`src/rtl/i2c_rx_slave.sv`:
```
module i2c_rx_slave #(
  parameter int ADDR_W = 7,
  parameter int DATA_W = 8
) (
  input  logic              clk,
  input  logic              rst_n,
  input  logic              scl_in,
  input  logic              sda_in,
  output logic              sda_pull,
  input  logic [ADDR_W-1:0] own_addr,
  input  logic              ss_irq_en,
  input  logic              rd_buf,
  input  logic              ovf_clr,
  input  logic              irq_clr,
  output logic [DATA_W-1:0] rx_data,
  output logic              buf_full,
  output logic              ovf,
  output logic              irq
);

  localparam int CNT_W = $clog2(DATA_W + 1);

  typedef enum logic [1:0] {S_IDLE, S_ADDR, S_DATA, S_ACK} state_t;

  logic [1:0] scl_sync, sda_sync;
  logic       scl_d, sda_d;
  logic [DATA_W-1:0] shreg;
  logic [CNT_W-1:0]  bitcnt;
  state_t            state;

  wire scl_s    = scl_sync[1];
  wire sda_s    = sda_sync[1];
  wire scl_rise = scl_s & ~scl_d;
  wire scl_fall = ~scl_s & scl_d;
  wire start_c  = scl_s & scl_d & sda_d & ~sda_s;
  wire stop_c   = scl_s & scl_d & ~sda_d & sda_s;
  wire byte_end = (state == S_ADDR || state == S_DATA) && scl_fall
                  && bitcnt == CNT_W'(DATA_W);
  wire addr_hit = shreg[DATA_W-1:DATA_W-ADDR_W] == own_addr;
  wire take     = byte_end && (state == S_DATA || addr_hit);

  always_ff @(posedge clk or negedge rst_n) begin
    if (!rst_n) begin
      scl_sync <= 2'b11;
      sda_sync <= 2'b11;
      scl_d    <= 1'b1;
      sda_d    <= 1'b1;
    end else begin
      scl_sync <= {scl_sync[0], scl_in};
      sda_sync <= {sda_sync[0], sda_in};
      scl_d    <= scl_s;
      sda_d    <= sda_s;
    end
  end

  always_ff @(posedge clk or negedge rst_n) begin
    if (!rst_n) begin
      state    <= S_IDLE;
      shreg    <= '0;
      bitcnt   <= '0;
      sda_pull <= 1'b0;
    end else if (start_c) begin
      state    <= S_ADDR;
      bitcnt   <= '0;
      sda_pull <= 1'b0;
    end else if (stop_c) begin
      state    <= S_IDLE;
      sda_pull <= 1'b0;
    end else begin
      case (state)
        S_ADDR, S_DATA: begin
          if (scl_rise && bitcnt < CNT_W'(DATA_W)) begin
            shreg  <= {shreg[DATA_W-2:0], sda_s};
            bitcnt <= bitcnt + 1'b1;
          end
          if (byte_end) begin
            if (take) begin
              state    <= S_ACK;
              sda_pull <= ~buf_full & ~ovf;
            end else begin
              state <= S_IDLE;
            end
          end
        end
        S_ACK: if (scl_fall) begin
          sda_pull <= 1'b0;
          bitcnt   <= '0;
          state    <= S_DATA;
        end
        default: ;
      endcase
    end
  end

  wire ack_end = state == S_ACK && scl_fall && !start_c && !stop_c;
  wire do_load = take && !start_c && !stop_c && !buf_full && !ovf;
  wire do_ovf  = take && !start_c && !stop_c && buf_full;
  wire ss_irq  = ss_irq_en && (start_c || stop_c);

  always_ff @(posedge clk or negedge rst_n) begin
    if (!rst_n) begin
      rx_data  <= '0;
      buf_full <= 1'b0;
      ovf      <= 1'b0;
      irq      <= 1'b0;
    end else begin
      if (do_load)      rx_data <= shreg;
      if (do_load)      buf_full <= 1'b1;
      else if (rd_buf)  buf_full <= 1'b0;
      if (do_ovf)       ovf <= 1'b1;
      else if (ovf_clr) ovf <= 1'b0;
      if (ack_end || ss_irq) irq <= 1'b1;
      else if (irq_clr)      irq <= 1'b0;
    end
  end

  assert_pull_only_in_ack_R11: assert property (@(posedge clk) disable iff (!rst_n)
    sda_pull |-> state == S_ACK);
  assert_ack_needs_clear_flags_R7: assert property (@(posedge clk) disable iff (!rst_n)
    $rose(sda_pull) |-> $past(!buf_full && !ovf));
  assert_buf_changes_when_full_R4: assert property (@(posedge clk) disable iff (!rst_n)
    !$stable(rx_data) |-> buf_full);
  assert_no_overflow_R8: assert property (@(posedge clk) disable iff (!rst_n)
    $rose(ovf) |-> $past(buf_full));
  assert_ovf_clear_by_write_R8: assert property (@(posedge clk) disable iff (!rst_n)
    $fell(ovf) |-> $past(ovf_clr));
  assert_full_clear_by_read_R9: assert property (@(posedge clk) disable iff (!rst_n)
    $fell(buf_full) |-> $past(rd_buf));

endmodule

```
`config.mk`:
```
export PLATFORM = sky130hd
export DESIGN_NAME = i2c_rx_slave
export DESIGN_NICKNAME = d
export VERILOG_FILES = /design/src/rtl/i2c_rx_slave.sv
export SDC_FILE = /design/constraint.sdc
export NUM_CORES = 1
export LEC_CHECK = 0
export BUFFER_PORTS_ARGS = -buffer_cell sky130_fd_sc_hd__clkbuf_2
export CAP_MARGIN = 15
export CELL_PAD_IN_SITES_DETAIL_PLACEMENT = 1
export CELL_PAD_IN_SITES_GLOBAL_PLACEMENT = 1
export CORE_MARGIN = 2
export CORE_UTILIZATION = 46
export CTS_CLUSTER_DIAMETER = 60
export DETAILED_ROUTE_END_ITERATION = 8
export GPL_ROUTABILITY_DRIVEN = 0
export HOLD_SLACK_MARGIN = 0.06
export PLACE_DENSITY = 0.88
export SYNTH_ARGS = -nofsm -noshare
export SYNTH_HDL_FRONTEND = slang
export SYNTH_SLANG_ARGS = --single-unit
```
`constraint.sdc`:
```
create_clock -name clk -period 3.2 [get_ports clk]
set_input_delay 0.48 -clock clk [delete_from_list [all_inputs] [get_ports clk]]
set_output_delay 0.48 -clock clk [all_outputs]
set_load 0.01 [all_outputs]
```
==> impl_metrics.tcl <==
set metrics [dict create \
    fin_crit_ns 2.36 \
    multiInputGateArea_um2 639 \
    power_density_nw_per_um2 735 \
    clkTransAtPathRegs_ns 0.10 \
    grt_pass1_wl_um 5250 \
    numPortBuffers 26 \
    start_kind "register" \
    vias_per_cell 5.51 \
    seq_area_um2 808 \
    core-area_um2 3050 \
    fin_ws_ns 0.845 \
    cp.required_ns 3.43 \
    num-fill-cells 342 \
    gr-usage-all-layers 0.206 \
    clock_path_buffers 2 \
    die_area_um2 3660 \
    wl_met1_um 1340 \
    drc 0 \
    fp.dieW_um 60.5 \
    first_pass_iters 4 \
    drt_first_iter_violations 51 \
    slowest_stage "nor4_4" \
    antenna_found_initial 0 \
    postSynthCellCount 116 \
    period_share 0.736 \
    ant_nets 0 \
    cpPeakStageDelay_ns 0.63 \
    pre_cts_slack_ns 0.731 \
    drive_gt1_frac 0.413 \
    yosysWarnings 0 \
    dp_hpwl_um 2370 \
    cap_violations 0 \
    cts_hold_buf 0 \
    yosysSeqAreaShare 0.551 \
    hold_class "primary input to async pin" \
    cts_tree "done" \
    wl_um 3250 \
    post-cts-setup-buffer-count 0 \
    syn-num-nets 136 \
    status "completed" \
    met2WireLength_um 1670 \
    ir_drop_uv 348 \
    arrival_ns 2.58 \
    clk_latency_ns 0.35 \
    met3_length_um 170 \
    synth_area_um2 1470 \
    num_io_pins 27 \
    clockRootBuffer "clkbuf_4" \
    post_cts_resize_count 0 \
    worst_pin_slew_ns 0.756 \
    power_w 0.00127 \
    areaGrowthSynthToFinish_pct 18.0 \
    maxSlewHeadroom 0.496 \
    power.leakage_nw 0.816 \
    path_cells "xor2_1 > nor4_1 > a41oi_1 > nor4_4 > mux2_2" \
    synth-seq-cells 32 \
    synthDistinctLibCells 35 \
    setup_viol 0 \
    grt_max_degree 33 \
    endpoint_kind "register" \
    via_count 1069 \
    slew_viol_final 0 \
    h-tree-depth 2 \
    hold_viol 0 \
    numCtsBuffers 5 \
    cts_sinks 32 \
    gr-total-overflow 0 \
    start_util 0.481 \
    grt_pass1_vias 1119 \
    highest_layer "met4" \
    rows 20 \
    avgSynthCellArea_um2 12.7 \
    wl_per_cell_um 16.8 \
    skew_ns 0.0125 \
    fmax_mhz 425 \
    rsz0062_at_grt "false" \
    finalSetupTns_ns 0 \
    critical_path_class "register to register" \
    fin_nets 169 \
    die_h_um 60.5 \
    r2r_cells 5 \
    worstPathMaxFanout 9 \
    antenna-diode-count 0 \
]
==> registers in the layout, summed over array words and instances, names as in the netlist <==
register  cells
rx_data       8
sda_sync      2
state         2
bitcnt        4
scl_d         1
irq           1
scl_sync      2
ovf           1
sda_pull      1
buf_full      1
shreg         8
sda_d         1
==> final cells by class <==
| cell class | instances | share of cell area |
|---|---|---|
| inverter | 6 | 0.0130 |
| clock buffer | 8 | 0.0397 |
| sequential | 32 | 0.467 |
| timing repair buffer | 27 | 0.0795 |
| multi-input combinational | 77 | 0.369 |
| tap | 44 | 0.0318 |
==> cell usage in the layout (no fill, tap or decap), types with 2 or more instances in the layout <==
cell type,instances
dfrtp_1,26
clkbuf_2,26
mux2_2,16
inv_1,6
dfstp_2,6
o21ai_0,5
ha_1,5
clkbuf_4,5
xnor2_1,4
xor2_1,4
nor2_1,4
a21oi_1,4
nand2_1,3
or2_2,3
nand3_1,3
a41oi_1,2
nand2b_1,2
nand3b_1,2
nor2b_1,2
o21bai_1,2
clkbuf_8,2
==> Yosys cell counts <==
| cell type | count | area (um^2) |
|---|---|---|
| nor4_1 | 1 | 6.26 |
| a221oi_1 | 1 | 8.76 |
| a41oi_1 | 2 | 17.5 |
| a31oi_1 | 1 | 6.26 |
| nor3b_1 | 1 | 7.51 |
| mux2_2 | 16 | 180 |
| or4_1 | 1 | 7.51 |
| nand2_1 | 3 | 11.3 |
| a21oi_1 | 4 | 20.0 |
| xor2_1 | 4 | 35.0 |
| nor4bb_1 | 1 | 10.0 |
| nand4b_1 | 1 | 8.76 |
| o21ai_0 | 5 | 25.0 |
| or2_2 | 3 | 18.8 |
| a32o_1 | 1 | 10.0 |
| ha_1 | 5 | 62.6 |
| nor2_1 | 4 | 15.0 |
| nor2b_1 | 2 | 12.5 |
| nand2b_1 | 2 | 12.5 |
| a211oi_1 | 1 | 7.51 |
| nand3_1 | 3 | 15.0 |
| o22ai_1 | 1 | 6.26 |
| xnor2_1 | 4 | 35.0 |
| o21bai_1 | 2 | 15.0 |
| o211ai_1 | 1 | 7.51 |
| o31ai_1 | 1 | 7.51 |
| clkbuf_1 | 1 | 3.75 |
| nor4b_1 | 1 | 8.76 |
| dfstp_2 | 6 | 158 |
| and3b_1 | 1 | 8.76 |
| nand3b_1 | 2 | 15.0 |
| nor4_4 | 1 | 21.3 |
| and3b_2 | 1 | 10.0 |
| inv_1 | 6 | 22.5 |
| dfrtp_1 | 26 | 651 |
==> layer usage <==
layer	vias to the layer above	GRT usage
li1	487	-
met1	539	0.243
met2	35	0.348
met3	8	0.0448
met4	0	0.121
met5	-	0
==> stage by stage <==
step,utilization,std cells,cell area (um^2),hold slack [ns]
finish,0.567,194,1730,0.191
floorplan,-,116,1470,0.184
global placement,0.545,186,1660,0.346
global route,0.567,194,1730,0.200
detailed placement,0.545,186,1660,0.351
CTS,0.567,194,1730,0.211
==> power by group <==
group	internal [W]	switching (W)	leakage [nW]	total (W)
combinational	0.000204	0.000221	0.368	0.000425
clock	0.000129	0.000136	0.0386	0.000265
sequential	0.000497	0.0000852	0.409	0.000582
total	0.000831	0.000442	0.816	0.00127
==> worst paths after layout <==
| check | startpoint | to | slack [ns] |
|---|---|---|---|
| max reg2reg | shreg[1] | rx_data[1] | 0.84 |
| min | rst_n | bitcnt[2] | 0.19 |
| min reg2reg | scl_sync[0] | scl_sync[1] | 0.36 |
| max in group asynchronous | rst_n | rx_data[1] | 2.53 |
| max | shreg[1] | rx_data[1] | 0.84 |
| min in group clk | sda_in | sda_sync[0] | 0.22 |
==> critical path: cells and delay by family, from the launching register on <==
family | cells | cell delay (ns)
muxes | 1 | 0.41
AOI/OAI and AO/OA | 1 | 0.28
DFF | 1 | 0.42
xor gates and xnor gates | 1 | 0.16
and+or+nand+nor | 2 | 0.96
==> kinds of logic (layout without fill, tap and decap cells) <==
kind of cell               Yosys count  count (layout)  synth area share
muxes                               16              16             0.123
xor gates and xnor gates             8               8            0.0477
DFF                                 32              32             0.551
adders and majority gates            5               5            0.0426
and+or+nand+nor                     28              28             0.129
buffers and inverters                7              41            0.0179
AOI/OAI and AO/OA                   20              20            0.0895
No activity file was read; power rests on OpenSTA's default activity.
